===== config.mk =====
export PLATFORM = sky130hd
export DESIGN_NAME = edo_cycle_decoder
export DESIGN_NICKNAME = d
export VERILOG_FILES = /design/src/rtl/edo_dec_pkg.sv /design/src/rtl/edo_strobe_edges.sv /design/src/rtl/edo_refresh_ctr.sv /design/src/rtl/edo_word_array.sv /design/src/rtl/edo_cycle_decoder.sv
export SDC_FILE = /design/constraint.sdc
export NUM_CORES = 1
export LEC_CHECK = 0
export CELL_PAD_IN_SITES_DETAIL_PLACEMENT = 1
export CELL_PAD_IN_SITES_GLOBAL_PLACEMENT = 1
export CORE_MARGIN = 10
export CORE_UTILIZATION = 47
export CTS_CLUSTER_DIAMETER = 60
export DETAILED_ROUTE_END_ITERATION = 7
export GPL_TIMING_DRIVEN = 1
export MAX_ROUTING_LAYER = met4
export PLACE_DENSITY_LB_ADDON = 0.08
export SYNTH_ARGS = -nofsm -noshare
export SYNTH_HDL_FRONTEND = slang
export SYNTH_SLANG_ARGS = --single-unit
export TNS_END_PERCENT = 50

===== constraint.sdc =====
create_clock -name clk -period 2.6 [get_ports clk]
set_clock_uncertainty 0.2 [all_clocks]
set_input_delay 0.52 -clock clk [delete_from_list [all_inputs] [get_ports clk]]
set_output_delay 0.52 -clock clk [all_outputs]
set_load 0.05 [all_outputs]

===== src/rtl/edo_dec_pkg.sv =====
package edo_dec_pkg;

   typedef enum logic [3:0] {
      CYC_NONE   = 4'd0,
      CYC_READ   = 4'd1,
      CYC_WRITE  = 4'd2,
      CYC_RMW    = 4'd3,
      CYC_ROR    = 4'd4,
      CYC_CBR    = 4'd5,
      CYC_HIDDEN = 4'd6,
      CYC_SELF   = 4'd7,
      CYC_TEST   = 4'd8
   } cyc_e;

   typedef struct packed {
      logic ras_fall;
      logic ras_rise;
      logic cas_fall;
      logic we_fall;
      logic addr_moved;
   } strobe_ev_t;

endpackage


===== src/rtl/edo_strobe_edges.sv =====
module edo_strobe_edges import edo_dec_pkg::*; #(
   parameter int AW = 12
) (
   input  logic          clk,
   input  logic          rst_n,
   input  logic          ras_n,
   input  logic          cas_n,
   input  logic          we_n,
   input  logic [AW-1:0] addr,
   output strobe_ev_t    ev
);

   logic          ras_q, cas_q, we_q;
   logic [AW-1:0] addr_q;

   always_ff @(posedge clk or negedge rst_n) begin
      if (!rst_n) begin
         ras_q  <= 1'b1;
         cas_q  <= 1'b1;
         we_q   <= 1'b1;
         addr_q <= '0;
      end else begin
         ras_q  <= ras_n;
         cas_q  <= cas_n;
         we_q   <= we_n;
         addr_q <= addr;
      end
   end

   always_comb begin
      ev.ras_fall   = ras_q & ~ras_n;
      ev.ras_rise   = ~ras_q & ras_n;
      ev.cas_fall   = cas_q & ~cas_n;
      ev.we_fall    = we_q & ~we_n;
      ev.addr_moved = ~ras_q & ~ras_n & (addr != addr_q);
   end

endmodule


===== src/rtl/edo_refresh_ctr.sv =====
module edo_refresh_ctr #(
   parameter int W = 12
) (
   input  logic         clk,
   input  logic         rst_n,
   input  logic         adv,
   output logic [W-1:0] row
);

   always_ff @(posedge clk or negedge rst_n) begin
      if (!rst_n)   row <= '0;
      else if (adv) row <= row + 1'b1;
   end

endmodule


===== src/rtl/edo_word_array.sv =====
module edo_word_array #(
   parameter int AW = 6,
   parameter int DW = 4
) (
   input  logic          clk,
   input  logic          rst_n,
   input  logic          wr_en,
   input  logic [AW-1:0] wr_addr,
   input  logic [DW-1:0] wr_data,
   input  logic [AW-1:0] rd_addr,
   output logic [DW-1:0] rd_data
);

   localparam int DEPTH = 1 << AW;

   logic [DW-1:0] words [DEPTH];

   for (genvar w = 0; w < DEPTH; w++) begin : g_word
      logic [DW-1:0] q;
      always_ff @(posedge clk or negedge rst_n) begin
         if (!rst_n)
            q <= '0;
         else if (wr_en && wr_addr == AW'(w))
            q <= wr_data;
      end
      assign words[w] = q;
   end

   assign rd_data = words[rd_addr];

endmodule


===== src/rtl/edo_cycle_decoder.sv =====
module edo_cycle_decoder import edo_dec_pkg::*; #(
   parameter bit REFRESH_4K      = 1'b1,
   parameter int MEM_ROW_BITS    = 3,
   parameter int MEM_COL_BITS    = 3,
   parameter int SELF_REF_CYCLES = 1024,
   parameter int DQ_W            = 4,
   localparam int ROW_W          = REFRESH_4K ? 12 : 11
) (
   input  logic             clk,
   input  logic             rst_n,
   input  logic             ras_n,
   input  logic             cas_n,
   input  logic             we_n,
   input  logic             oe_n,
   input  logic [ROW_W-1:0] addr,
   input  logic [DQ_W-1:0]  dq_in,
   output logic [DQ_W-1:0]  dq_out,
   output logic             dq_oe,
   output logic             cyc_valid,
   output logic [3:0]       cyc_type,
   output logic [ROW_W-1:0] cyc_row,
   output logic             self_ref,
   output logic             proto_err
);

   localparam int COL_W  = REFRESH_4K ? 10 : 11;
   localparam int MEM_AW = MEM_ROW_BITS + MEM_COL_BITS;
   localparam int SC_W   = $clog2(SELF_REF_CYCLES) + 1;

   if (MEM_ROW_BITS < 1 || MEM_ROW_BITS > ROW_W) begin : g_bad_row
      $error("MEM_ROW_BITS must lie in 1..ROW_W");
   end
   if (MEM_COL_BITS < 1 || MEM_COL_BITS > COL_W) begin : g_bad_col
      $error("MEM_COL_BITS must lie in 1..COL_W");
   end
   if (MEM_AW > 10) begin : g_bad_depth
      $error("word array too deep for a model");
   end
   if (SELF_REF_CYCLES < 2) begin : g_bad_self
      $error("SELF_REF_CYCLES must be at least 2");
   end

   // ---------------- edge detection ----------------
   strobe_ev_t ev;

   edo_strobe_edges #(.AW(ROW_W)) u_edges (
      .clk   (clk),
      .rst_n (rst_n),
      .ras_n (ras_n),
      .cas_n (cas_n),
      .we_n  (we_n),
      .addr  (addr),
      .ev    (ev)
   );

   // ---------------- refresh counter (variant) ----------------
   logic             ref_adv;
   logic [ROW_W-1:0] ref_row;

   assign ref_adv = ev.ras_fall & ~cas_n & we_n;

   if (REFRESH_4K) begin : g_ctr_4k
      edo_refresh_ctr #(.W(12)) u_ctr (
         .clk(clk), .rst_n(rst_n), .adv(ref_adv), .row(ref_row)
      );
   end else begin : g_ctr_2k
      edo_refresh_ctr #(.W(11)) u_ctr (
         .clk(clk), .rst_n(rst_n), .adv(ref_adv), .row(ref_row)
      );
   end

   // ---------------- per-period state ----------------
   logic                    in_cbr, is_test, is_hidden;
   logic [ROW_W-1:0]        row_q;
   logic [MEM_COL_BITS-1:0] col_q;
   logic [1:0]              cas_cnt, chg_cnt;
   logic                    wr_seen, rmw_seen;
   logic [SC_W-1:0]         self_cnt;
   logic                    rd_valid, cas_acc;
   logic [DQ_W-1:0]         rd_data;

   logic access_fall, rmw_wr, mem_we;
   logic [MEM_AW-1:0] mem_waddr, mem_raddr;
   logic [DQ_W-1:0]   mem_rdata;
   cyc_e              next_type;

   assign access_fall = ev.cas_fall & ~ras_n & ~ev.ras_fall & ~in_cbr;
   assign rmw_wr      = ev.we_fall & ~ev.cas_fall & ~cas_n & ~ras_n
                        & ~in_cbr & rd_valid;
   assign mem_we      = (access_fall & ~we_n) | rmw_wr;
   assign mem_raddr   = {row_q[MEM_ROW_BITS-1:0], addr[MEM_COL_BITS-1:0]};
   assign mem_waddr   = rmw_wr ? {row_q[MEM_ROW_BITS-1:0], col_q} : mem_raddr;

   edo_word_array #(.AW(MEM_AW), .DW(DQ_W)) u_array (
      .clk     (clk),
      .rst_n   (rst_n),
      .wr_en   (mem_we),
      .wr_addr (mem_waddr),
      .wr_data (dq_in),
      .rd_addr (mem_raddr),
      .rd_data (mem_rdata)
   );

   always_comb begin
      if (in_cbr) begin
         if (is_test)        next_type = CYC_TEST;
         else if (is_hidden) next_type = CYC_HIDDEN;
         else if (self_ref)  next_type = CYC_SELF;
         else                next_type = CYC_CBR;
      end else begin
         if (cas_cnt == 2'd0) next_type = CYC_ROR;
         else if (rmw_seen)   next_type = CYC_RMW;
         else if (wr_seen)    next_type = CYC_WRITE;
         else                 next_type = CYC_READ;
      end
   end

   always_ff @(posedge clk or negedge rst_n) begin
      if (!rst_n) begin
         in_cbr    <= 1'b0;
         is_test   <= 1'b0;
         is_hidden <= 1'b0;
         row_q     <= '0;
         col_q     <= '0;
         cas_cnt   <= '0;
         chg_cnt   <= '0;
         wr_seen   <= 1'b0;
         rmw_seen  <= 1'b0;
         self_cnt  <= '0;
         self_ref  <= 1'b0;
         cyc_valid <= 1'b0;
         cyc_type  <= CYC_NONE;
         cyc_row   <= '0;
         proto_err <= 1'b0;
      end else begin
         cyc_valid <= 1'b0;
         proto_err <= 1'b0;
         if (ev.ras_fall) begin
            in_cbr    <= ~cas_n;
            is_test   <= ~cas_n & ~we_n;
            is_hidden <= ~cas_n & cas_acc;
            row_q     <= cas_n ? addr : ref_row;
            cas_cnt   <= '0;
            chg_cnt   <= '0;
            wr_seen   <= 1'b0;
            rmw_seen  <= 1'b0;
            self_cnt  <= '0;
            self_ref  <= 1'b0;
         end else if (!ras_n) begin
            if (ev.addr_moved && chg_cnt != 2'd3)
               chg_cnt <= chg_cnt + 2'd1;
            if (access_fall) begin
               col_q <= addr[MEM_COL_BITS-1:0];
               if (cas_cnt != 2'd3) cas_cnt <= cas_cnt + 2'd1;
               if (!we_n) wr_seen <= 1'b1;
            end
            if (rmw_wr) rmw_seen <= 1'b1;
            if (in_cbr && !is_test && !self_ref) begin
               self_cnt <= self_cnt + 1'b1;
               if (self_cnt == SC_W'(SELF_REF_CYCLES - 1)) self_ref <= 1'b1;
            end
         end
         if (ev.ras_rise) begin
            cyc_valid <= 1'b1;
            cyc_type  <= next_type;
            cyc_row   <= row_q;
            proto_err <= ~in_cbr & (chg_cnt > 2'd1) & (cas_cnt < 2'd2);
            self_ref  <= 1'b0;
         end
      end
   end

   // ---------------- data bus ----------------
   always_ff @(posedge clk or negedge rst_n) begin
      if (!rst_n) begin
         rd_valid <= 1'b0;
         rd_data  <= '0;
         cas_acc  <= 1'b0;
      end else begin
         if (ras_n && cas_n)
            rd_valid <= 1'b0;
         else if (access_fall) begin
            rd_valid <= we_n;
            if (we_n) rd_data <= mem_rdata;
         end
         if (cas_n)            cas_acc <= 1'b0;
         else if (access_fall) cas_acc <= 1'b1;
      end
   end

   assign dq_oe  = rd_valid & ~oe_n;
   assign dq_out = dq_oe ? rd_data : '0;

endmodule


* After elaboration in Yosys (flattened, before gate mapping)
Index checks and enable logic that the tools add are counted.
W data, S select, Z words.
** Storage, ports and cells
- Flip-flop bits (word level) :: 343
- Bits of input ports :: 22
- Output and inout bits :: 24
- Logic and storage cells :: 327
** Cells by class
- Add/subtract/negate cells :: 4
- Order comparisons :: 3
- Eq/ne operators :: 70
- Multiplexer cells :: 41
- Bitwise operators :: 33
- Reductions and logical operators :: 89
** Operator list (count)
- $eq A6 B6 Y1 const B :: 32
- $eq A6 B5 Y1 const B :: 16
- $logic_and A1 B1 Y1 :: 68
- $eq A6 B4 Y1 const B :: 8
- $mux W11 :: 3
- $bmux W4 S6 :: 1
- $eq A6 B3 Y1 const B :: 4
- $and A1 B1 Y1 :: 22
- $mux W2 :: 11
- $mux W4 :: 5
- $mux W1 :: 18
- $reduce_and A3 Y1 :: 5
- $reduce_bool A2 Y1 :: 7
- $add A12 B1 Y12 const B :: 1
- $eq A6 B2 Y1 const B :: 2
- $mux W12 :: 1
- $ne A12 B12 Y1 :: 1
- $add A11 B1 Y11 const B :: 1
- $eq A11 B10 Y1 const B :: 1
- $not A1 Y1 :: 9
- $ge A7 B7 Y1 const B :: 1
- $not A6 Y7 :: 1
- $eq A6 B1 Y1 const B :: 1
- $logic_not A6 Y1 :: 1
- other kinds (12) :: 20

* Logic depth before layout (Yosys ltp)
Gate-level depths: netlist (run 1).
- Word-level depth :: 11
- Depth in mapped cells :: 9
- Depth with buffers taken out :: 7

* Modules after synthesis
Synthesis (run 1) repeated with hierarchy kept, for this count alone.
** Unflattened totals
- Cell total of the unflattened synthesis :: 1137
- Area, all modules :: 15798.9 µm²
** Modules (own cells, without submodules)
- edo_word_array :: times used 1, cells each 804, area each 11964.0 µm², seq. area each 6406.1 µm²
- edo_cycle_decoder :: times used 1, cells each 251, area each 2747.6 µm², seq. area each 1501.4 µm²
- edo_refresh_ctr :: times used 1, cells each 46, area each 546.8 µm², seq. area each 300.3 µm²
- edo_strobe_edges :: times used 1, cells each 36, area each 540.5 µm², seq. area each 379.1 µm²

* Worst setup path before layout (run 1)
Ideal clock, no wire load.
- Path type :: input to register
- From :: in ras_n
- To :: reg u_array.g_word[43].q[0]
- Arrival time :: 2.237 ns
- Data required time :: 2.275 ns
- Path slack :: 0.039 ns
- Cell stages on the path :: 8
- Cell sequence :: buf_6 -> nor4_4 -> a21boi_1 -> or3_1 -> clkbuf_1 -> buf_4 -> nor2_2 -> mux2_2
** On the way
- Word-level cells in the longest chain between the ends :: 8
- Elaborated cells on any way between the ends :: 14
- Classes of those cells :: eq/ne: 1; mux: 1; bitwise: 11; reduce/logical: 1
** Ends and longest elaborated chain
- from (decl) :: line edo_cycle_decoder.sv:11 : input logic ras_n,
- $not A1 Y1 (no line) (*)
- parallel branches: the longest is 6 deep, another holds $eq A6 B6 Y1
- $logic_and A1 B1 Y1 (*) :: line edo_word_array.sv:23 : else if (wr_en && wr_addr == AW'(w))
- to (signal assigned) :: line edo_word_array.sv:24 : q <= wr_data;
- to (decl) :: line edo_word_array.sv:19 : logic [DW-1:0] q;
Every way passes the cells marked *.
A chain may end at the register's enable or synchronous reset.

* Worst setup path after layout (run 1)
- From :: reg u_edges.cas_q
- To :: reg u_array.g_word[11].q[1]
** On the way
- Word-level cells in the longest chain between the ends :: 10
- Elaborated cells on any way between the ends :: 15
- Classes of those cells :: eq/ne: 1; mux: 1; bitwise: 12; reduce/logical: 1
** Ends and longest elaborated chain
- from (decl) :: line edo_strobe_edges.sv:13 : logic ras_q, cas_q, we_q;
- from (signal assigned) :: line edo_strobe_edges.sv:24 : cas_q <= cas_n;
- $and A1 B1 Y1 (*) :: line edo_strobe_edges.sv:33 : ev.cas_fall = cas_q & ~cas_n;
- $not A1 Y1 :: line edo_cycle_decoder.sv:88 : assign rmw_wr = ev.we_fall & ~ev.cas_fall & ~cas_n & ~ras_n
- $and A1 B1 Y1 (3 in series) :: line edo_cycle_decoder.sv:88
- $and A1 B1 Y1 (2 in series) :: line edo_cycle_decoder.sv:89 : & ~in_cbr & rd_valid;
- $mux W3 :: line edo_cycle_decoder.sv:92 : assign mem_waddr = rmw_wr ? {row_q[MEM_ROW_BITS-1:0], col_q} : mem_raddr;
- $eq A6 B4 Y1 :: line edo_word_array.sv:23
- $logic_and A1 B1 Y1 (*) :: line edo_word_array.sv:23
- to (signal assigned) :: line edo_word_array.sv:24
- to (decl) :: line edo_word_array.sv:19
Every way passes the cells marked *; elsewhere a longest branch is shown, timed or not.

==> impl_metrics.yaml, run 1 <==
run_status:
  run_status: "finished clean"
layout:
  num_antenna_cells: 0
  fin_area_mm2: 0.0190
  layout-drive-gt1-share: 0.422
  layout.core_utilization: 0.579
  number_of_nets_at_the_end_of_the_flow: 1324
  area_growth_pct: 20.5
synthesis:
  synth.cells.most_frequent: "dfrtp_1, mux2_2, nor2_1"
  syn_nets: 1182
  yosysWarningCount: 0
  post_synth_xor_area_fraction: 0.0189
  syn-mean-instance-area_um2: 13.7
  syn-instance-count: 1150
  share_of_flip_flops_with_an_asynchronous_set_or_reset: 1.00
  synthFlopType: "dfrtp_1"
  synth_most_common_cell: "dfrtp_1"
  synth-adder-area-share: 0.00794
  synth_top_cells_by_area: "dfrtp_1, mux2_2, mux4_2"
  yosys-mux-area-fraction: 0.296
  yosys.cell_types.count: 56
  synth_compound_gate_area_share: 0.0371
  synth_top_family_by_area: "multiplexers"
  synth-seq-area-share: 0.545
  post_synth_instance_area_mm2: 0.0158
  post_synth_edffs: 0
  synthSimpleGateAreaFrac: 0.0715
  ys_ff_latch: 343
  yosys_top_cell_by_area: "dfrtp_1"
  synth_largest_type_area_fraction: 0.540
setup_path:
  timing.critical_path.fanout_max: 12
  worst_path_max_delay_cell: "dfstp_2"
  worstPathCellList: "and3b_1, and3_1, or3_1, buf_12, nor2_2, mux2_2"
  worst_setup_path_start_kind: "register"
  worstSetupPathType: "register to register"
  slowest_delay_ns: 0.52
  timing.critical_path.arrival_ns: 2.75
  endpoint_kind: "register"
  worstPathRequired_ns: 2.81
routing:
  vias_after_detailed_routing: 9877
  drt_iter0_drc: 474
  ant_nets: 0
  avgViaCountPerCell: 5.61
  remaining_drc_errors: 0
  wl_per_cell_um: 22.8
  routed_wirelength_mm: 40.1
  first_pass_iters: 4
floorplanning:
  core-area_mm2: 0.0328
  fp.dieH_um: 203
  design.portCount: 46
  rows: 66
  die_w_um: 203
  design.die.area_mm2: 0.0412
  effective_utilization_at_floorplan: 0.480
placement:
  hpwl_after_detailed_placement_mm: 27.2
  placement.setup.worst_slack_ns: -0.607
  numPortBuffers: 45
  gp_routability_congestion: 0.803
  placed_cell_area_mm2: 0.0177
grt:
  grt.total_usage: 0.204
  number_of_global_route_vias_before_repair: 10922
  grt_first_pass_wirelength_mm: 64.5
  pin_count_of_the_biggest_net_entering_global_routing: 75
  initial_antenna_violation_count: 0
  globalRoute.totalOverflow: 0
timing:
  slew_violations: 0
  report.final.hold_viol_count: 0
  final.period_utilization: 0.978
  maxSlewHeadroom: 0.658
  report.final.setup_viol: 0
  timing_worst_slew_pin_value_ns: 0.511
  setup_repair_after_global_routing_missed_its_margin: "yes"
  post-route-min-period_ns: 2.54
  layout_setup_ws_ns: 0.0567
  hold_slack_ns: 0.148
  timing.fmax_mhz: 393
clock_tree:
  clock_tree_buffer_depth: 3
  tritoncts: "built"
  clk-insertion-delay-late_ns: 0.53
  clk_pin_slew_worst_paths_ns: 0.06
  numCtsBuffers: 39
  clock_sinks: 343
  h-tree-depth: 2
  cts_root_buffer: "clkbuf_16"
run:
  maxCapViolations: 0
pwr:
  power.ir.vdd_worst_mv: 0.451
  p_leak_nw: 8.92
  p_total_w: 0.0130
  p_per_area_mw_per_mm2: 687
hold_path:
  hold_path_class: "primary input to register"
[final cells by class]
type                       count  area [um2]
multi-input combinational    718        6810
timing repair buffer         176        1670
clock inverter                13         151
tap                          442         553
fill                        3186       13800
sequential                   343        8590
inverter                      14        52.6
clock buffer                  55        1160
[cell families (layout without fill, tap and decap cells)]
group | after synthesis | in the layout
AOI/OAI and AO/OA | 85 | 85
xor gates and xnor gates | 34 | 34
DFF | 343 | 343
and+or+nand+nor | 232 | 232
adders and majority gates | 10 | 10
muxes | 357 | 357
buffers and inverters | 89 | 258
[worst max-delay path: cells and delay by family (launching register included)]
family	cells	cell delay, ns
mux	1	0.37
flops	1	0.52
simple gates	4	1.12
buf+inv	1	0.19
[cell usage in the layout, fill, tap and decap left out, types with 9 or more instances in the layout]
cell type	netlist	routed
clkbuf_16	0	41
ha_1	10	9
nand2_1	35	35
a21oi_1	28	28
nand3_1	13	13
xnor2_1	23	23
nor2_2	10	10
buf_12	0	22
inv_1	14	14
xor2_1	11	11
mux2i_1	27	27
clkdlybuf4s50_1	0	31
nor2b_1	9	9
buf_4	2	113
dfrtp_1	340	340
nor2_1	105	103
mux4_2	60	60
mux2_2	270	270
[layer usage]
| metal | up-vias | wire length, um | global-route usage |
|---|---|---|---|
| met5 | - | 0 | - |
| met4 | 0 | 671 | 0.0442 |
| met1 | 5254 | 18300 | 0.268 |
| met3 | 53 | 1300 | 0.0277 |
| li1 | 4443 | - | - |
| met2 | 127 | 19900 | 0.331 |
[final timing paths]
path | start | endpoint | slack (ns) | depth (start not counted)
worst max register to register | u_edges.cas_q | u_array.g_word[11].q[1] | 0.06 | 6
worst min-delay path | addr[0] | u_edges.addr_q[0] | 0.15 | 2
min in group asynchronous | rst_n | self_cnt[8] | 0.28 | 2
worst max-delay path | u_edges.cas_q | u_array.g_word[11].q[1] | 0.06 | 6
max in group asynchronous | rst_n | u_array.g_word[5].q[2] | 1.19 | 3
worst min register to register | g_ctr_4k.u_ctr.row[11] | g_ctr_4k.u_ctr.row[11] | 0.27 | 1
[timing repair]
item	CTS	global route
hold endpoints to repair	31	0
cloned	0	0
hold buffers	1	0
gates resized for setup	2	4
buffers inserted	0	0
endpoints found under the setup margin	148	44
[report_power, final]
| group | internal (W) | switching [W] |
|---|---|---|
| registers | 0.00561 | 0.000217 |
| logic | 0.000645 | 0.000989 |
| clock network | 0.00340 | 0.00218 |
| total | 0.00965 | 0.00339 |
[state kept, by name, summed over array words and instances, names as in the netlist]
register,cells
u_edges.cas_q,1
g_ctr_4k.u_ctr.row,12
in_cbr,1
chg_cnt,2
rmw_seen,1
cyc_row,12
cyc_valid,1
wr_seen,1
is_hidden,1
u_edges.we_q,1
is_test,1
cas_cnt,2
row_q,12
rd_data,4
rd_valid,1
cyc_type,4
self_ref,1
col_q,3
u_array.g_word.q,256
u_edges.addr_q,12
cas_acc,1
u_edges.ras_q,1
self_cnt,11
proto_err,1
[through the flow]
stage	setup TNS [ns]	instances
detailed placement	-147.70	1692
global placement	-133.21	1692
finish	0	1761
floorplan	0	1150
global route	-0.713	1761
CTS	0	1761
Note: power is estimated with default switching activity, not from simulation.
==> run 2: changes to the inputs <==
--- a/config.mk
+++ b/config.mk
@@ -7,11 +7,11 @@
 export LEC_CHECK = 0
 export CELL_PAD_IN_SITES_DETAIL_PLACEMENT = 1
 export CELL_PAD_IN_SITES_GLOBAL_PLACEMENT = 1
-export CORE_MARGIN = 10
+export CORE_MARGIN = 2
 export CORE_UTILIZATION = 47
 export CTS_CLUSTER_DIAMETER = 60
 export DETAILED_ROUTE_END_ITERATION = 7
-export GPL_TIMING_DRIVEN = 1
+export GPL_TIMING_DRIVEN = 0
 export MAX_ROUTING_LAYER = met4
 export PLACE_DENSITY_LB_ADDON = 0.08
 export SYNTH_ARGS = -nofsm -noshare
==> run 2 against run 1 <==
  * The flow now finishes with violations (negative setup slack)
  * Final cell count is 1.9% lower
  * Power is 5.7% higher
  * Fmax is 2.9% lower
  * Clock power is 9.7% higher
  * Utilization is 0.27 points lower
  * Critical path type is now primary input to register
  * Largest power group is now clock
==> impl_metrics.yaml, run 2 (same netlist as run 1, synthesis figures left out) <==
layout:
  area_growth_pct: 21.8
  fin_area_mm2: 0.0192
  num_antenna_cells: 0
  layout-drive-gt1-share: 0.433
  layout_common_cells: "dfrtp_1, mux2_2, mux4_2, nor2_4, nor2_1"
  fill_cells: 3176
  largest-register: "u_array.g_word.q"
  commonest_non_fill_non_tap_cell_in_the_layout: "dfrtp_1"
  largest_register_ff_count: 256
  number_of_nets_at_the_end_of_the_flow: 1281
  layoutNonFillerInstCount: 1727
setup_path:
  worstPathRequired_ns: 2.83
  worstSetupPathType: "primary input to register"
  timing.critical_path.arrival_ns: 2.85
  endpoint_kind: "register"
  slowest_delay_ns: 0.57
  worst_path_max_delay_cell: "clkdlybuf4s50_1"
  worst_setup_path_start_kind: "primary input"
  timing.critical_path.fanout_max: 10
  worstPathCellList: "clkdlybuf4s50_1, buf_6, clkbuf_8, mux4_2, mux2i_1, o22ai_1, a21oi_1, a31oi_1"
clock_tree:
  tritoncts: "built"
  clock_tree_buffer_depth: 3
  cts_root_buffer: "clkbuf_16"
  h-tree-depth: 2
  clock_sinks: 343
  clk-insertion-delay-late_ns: 0.56
  numCtsBuffers: 41
  clk_pin_slew_worst_paths_ns: 0.06
hold_path:
  hold_path_class: "primary input to register"
timing:
  report.final.hold_viol_count: 0
  final.period_utilization: 1.01
  report.final.setup_viol: 1
  slew_violations: 0
  post-route-min-period_ns: 2.62
  setup_repair_after_global_routing_missed_its_margin: "yes"
  maxSlewHeadroom: 0.412
  timing.fmax_mhz: 382
  timing_worst_slew_pin_value_ns: 0.883
  layout_setup_ws_ns: -0.0195
floorplanning:
  fp.dieH_um: 187
  core-area_mm2: 0.0333
  design.portCount: 46
  rows: 67
  effective_utilization_at_floorplan: 0.473
  die_w_um: 187
  design.die.area_mm2: 0.0350
routing:
  vias_after_detailed_routing: 10136
  wl_per_cell_um: 26.8
  routed_wirelength_mm: 46.2
  ant_nets: 0
  remaining_drc_errors: 0
  drt_iter0_drc: 548
  avgViaCountPerCell: 5.87
  first_pass_iters: 5
run_status:
  failed_checks: "negative setup slack"
  run_status: "complete, but fails checks"
grt:
  grt.total_usage: 0.283
  initial_antenna_violation_count: 0
  grt_first_pass_wirelength_mm: 71.8
  pin_count_of_the_biggest_net_entering_global_routing: 119
  globalRoute.totalOverflow: 0
  number_of_global_route_vias_before_repair: 11155
placement:
  placed_cell_area_mm2: 0.0168
  hpwl_after_detailed_placement_mm: 31.3
  dp_cells: 1642
  placement.setup.worst_slack_ns: -1.81
  gp_routability_congestion: 0.869
  numPortBuffers: 41
pwr:
  p_leak_nw: 8.72
  p_per_area_mw_per_mm2: 718
  power.ir.vdd_worst_mv: 0.492
run:
  maxCapViolations: 0
[run 2: where the power goes]
group | internal, W | total [W] | leakage, nW | switching (W)
registers | 0.00561 | 0.00582 | 4.65 | 0.000211
logic | 0.000658 | 0.00184 | 3.37 | 0.00119
clock network | 0.00381 | 0.00612 | 0.706 | 0.00231
total | 0.0101 | 0.0138 | 8.72 | 0.00370
[run 2: layout make-up]
type                       instances  area (um2)  area share
timing repair buffer              65         742      0.0387
multi-input combinational        718        7400       0.385
sequential                       343        8590       0.448
buffer                            66         412      0.0215
inverter                          14        52.6     0.00274
clock buffer                      63        1250      0.0652
clock inverter                    10         186     0.00972
tap                              448         561      0.0292
[run 2: worst paths after layout]
check,startpoint,endpoint,slack [ns],cells after the start
max,addr[2],rd_data[2],-0.02,8
min,ras_n,u_edges.ras_q,0.04,1
max reg2reg,u_edges.cas_q,u_array.g_word[19].q[2],0.04,7
min reg2reg,g_ctr_4k.u_ctr.row[11],g_ctr_4k.u_ctr.row[11],0.27,1
max in group asynchronous,rst_n,u_array.g_word[7].q[0],0.91,3
min in group asynchronous,rst_n,self_cnt[5],0.31,2
[run 2: critical path, delay by kind of cell]
| family | cells | cell delay (ns) |
|---|---|---|
| multiplexers | 2 | 0.68 |
| buffers and inverters | 3 | 1.02 |
| AO/OA/AOI/OAI | 3 | 0.60 |
[run 2: layer usage]
layer | up-vias | share of wire | track usage
met5 | - | 0 | -
met4 | 0 | 0.035 | 0.102
met3 | 88 | 0.041 | 0.0447
met2 | 233 | 0.49 | 0.453
met1 | 5440 | 0.43 | 0.369
li1 | 4375 | - | -
[run 2: metrics by stage]
step,hold WS (ns),TNS [ns],total power (W),utilization
global route,0.0459,-0.00450,0.0142,0.577
floorplan,0.0244,0,0.00679,-
detailed placement,0.262,-361.85,0.00751,0.505
CTS,0.0535,-0.00994,0.0139,0.575
finish,0.0426,-0.0195,0.0138,0.577
global placement,0.257,-5339.76,0.00746,0.503
[run 2: what timing repair did]
action	4_1_cts	5_1_grt
cloned	1	0
endpoints found under the hold margin	57	0
buffers inserted	17	2
resized for setup	234	14
hold buffers	1	0
pin swaps	21	7
setup endpoints to repair	278	110
==> run 3: changes to the inputs <==
--- a/config.mk
+++ b/config.mk
@@ -7,7 +7,7 @@
 export LEC_CHECK = 0
 export CELL_PAD_IN_SITES_DETAIL_PLACEMENT = 1
 export CELL_PAD_IN_SITES_GLOBAL_PLACEMENT = 1
-export CORE_MARGIN = 2
+export CORE_MARGIN = 3
 export CORE_UTILIZATION = 47
 export CTS_CLUSTER_DIAMETER = 60
 export DETAILED_ROUTE_END_ITERATION = 7
==> run 3 against run 2 <==
  * The flow now finishes without violations
  * First-iteration DRC count decreased by 7.5%
  * Non-clock buffer count unchanged
  * Sequential power about the same
  * Power decreased by 6.3%
  * Utilization decreased by 0.081 points
  * Clock-buffer cell count decreased by 5
  * Largest power group is now registers
  * Clock power decreased by 14%
  * Critical endpoint is now u_array.g_word[34].q[0]
==> impl_metrics.yaml, run 3 (same netlist as run 1, synthesis figures left out) <==
run_status:
  run_status: "finished clean"
floorplanning:
  design.die.area_mm2: 0.0357
  design.portCount: 46
  effective_utilization_at_floorplan: 0.480
  core-area_mm2: 0.0328
  rows: 66
  fp.dieH_um: 189
  die_w_um: 189
clock_tree:
  clock_sinks: 343
  clk_pin_slew_worst_paths_ns: 0.06
  cts_root_buffer: "clkbuf_16"
  numCtsBuffers: 39
  tritoncts: "built"
  clock_tree_buffer_depth: 3
  clk-insertion-delay-late_ns: 0.52
  h-tree-depth: 2
layout:
  fill_cells: 3193
  largest_register_ff_count: 256
  layout.core_utilization: 0.576
  layout_common_cells: "dfrtp_1, mux2_2, mux4_2, nor2_1, nor2_4"
  layoutNonFillerInstCount: 1715
  layout-drive-gt1-share: 0.430
  number_of_nets_at_the_end_of_the_flow: 1279
  commonest_non_fill_non_tap_cell_in_the_layout: "dfrtp_1"
  area_growth_pct: 19.8
  largest-register: "u_array.g_word.q"
  num_antenna_cells: 0
setup_path:
  endpoint_kind: "register"
  worstPathRequired_ns: 2.81
  timing.critical_path.arrival_ns: 2.77
  worstSetupPathType: "register to register"
  r2r_setup_slack_ns: 0.03
  worst_setup_path_start_kind: "register"
  timing.critical_path.to: "u_array.g_word[34].q[0]"
  rr_endpoint: "u_array.g_word[34].q[0]"
  worst_r2r_path_depth: 6
  startpoint: "u_edges.cas_q"
  r2r-start: "u_edges.cas_q"
  timing.critical_path.fanout_max: 6
routing:
  routed_wirelength_mm: 45.7
  ant_nets: 0
  wl_per_cell_um: 26.6
  first_pass_iters: 5
  remaining_drc_errors: 0
  drt_iter0_drc: 507
  avgViaCountPerCell: 5.89
  vias_after_detailed_routing: 10101
pwr:
  p_per_area_mw_per_mm2: 684
  clock_power_share: 0.410
  combPwrFrac: 0.140
  switching_share: 0.278
  power.sequential.fraction: 0.450
  p_total_w: 0.0129
  p_leak_nw: 8.54
  power.ir.vdd_worst_mv: 0.468
  total_switching_power_w: 0.00359
  p_int_w: 0.00932
timing:
  post-route-min-period_ns: 2.57
  hold_slack_ns: 0.0345
  slew_violations: 0
  setup_repair_after_global_routing_missed_its_margin: "yes"
  timing.fmax_mhz: 390
  report.final.hold_viol_count: 0
  timing_worst_slew_pin_value_ns: 0.899
  final.setup.tns_ns: 0
  final.period_utilization: 0.987
  report.final.setup_viol: 0
  maxSlewHeadroom: 0.401
placement:
  gp_routability_congestion: 0.868
  dp_cells: 1636
  hpwl_after_detailed_placement_mm: 31.3
  numPortBuffers: 41
run:
  maxCapViolations: 0
grt:
  pin_count_of_the_biggest_net_entering_global_routing: 100
  globalRoute.totalOverflow: 0
  initial_antenna_violation_count: 0
  grt.total_usage: 0.270
  grt_first_pass_wirelength_mm: 71.0
  number_of_global_route_vias_before_repair: 11392
hold_path:
  hold_path_class: "primary input to register"
## run 3: layout make-up
cell class | count | area, um2 | share of cell area
plain buffers | 68 | 413 | 0.0219
clock buffers | 58 | 1120 | 0.0593
clock inverters | 9 | 88.8 | 0.00471
inverters | 14 | 52.6 | 0.00278
multi-input cells | 718 | 7380 | 0.391
flip-flops and latches | 343 | 8590 | 0.455
well taps | 442 | 553 | 0.0293
repair buffers | 63 | 677 | 0.0359
## run 3: worst max-delay path: stages (launching register included)
cell and delay (ns):
dfstp_2 0.57, and3b_2 0.27, and3_4 0.19, or3_4 0.45, clkbuf_16 0.21, nor2_4 0.22, mux2_4 0.33
## run 3: worst min-delay path by stage
stage                                 from                     end  slack, ns  cells past startpoint
finish                             addr[0]       u_edges.addr_q[0]       0.03                      1
global route                       addr[0]       u_edges.addr_q[0]       0.01                      1
CTS                                  ras_n           u_edges.ras_q        0.1                      1
detailed placement  g_ctr_4k.u_ctr.row[11]  g_ctr_4k.u_ctr.row[11]       0.27                      1
global placement    g_ctr_4k.u_ctr.row[11]  g_ctr_4k.u_ctr.row[11]       0.26                      1
floorplan                            rst_n                 cas_acc       0.02                      0
## run 3: power groups by stage
stage | clock, W | sequential (W) | combinational (W)
after floorplan | 0 | 0.00604 | 0.000747
after global placement | 0 | 0.00589 | 0.00157
after detailed placement | 0 | 0.00589 | 0.00161
after CTS | 0.00538 | 0.00580 | 0.00178
after global routing | 0.00562 | 0.00585 | 0.00192
final | 0.00529 | 0.00582 | 0.00180
## run 3: repair_timing
item | 4_1_cts | 5_1_grt
setup endpoints to repair | 285 | 205
pin swaps | 16 | 14
cloned | 0 | 1
setup buffers | 11 | 6
hold buffers | 1 | 0
hold endpoints to repair | 71 | 0
gates resized for setup | 226 | 20
## run 3: metrics by stage
stage	worst slack, ns	area, um2
2_1_floorplan	0.0386	15800
3_3_place_gp	-14.58	16700
3_5_place_dp	-1.75	16800
4_1_cts	0.00433	18800
5_1_grt	-0.00401	18900
6_report	0.0332	18900
## run 3: routing by layer
metal,routed length (um),vias to the layer above,global-route usage
li1,-,4354,-
met1,19700,5461,0.347
met2,22900,205,0.447
met3,1610,81,0.0372
met4,1480,0,0.0897
met5,0,-,-
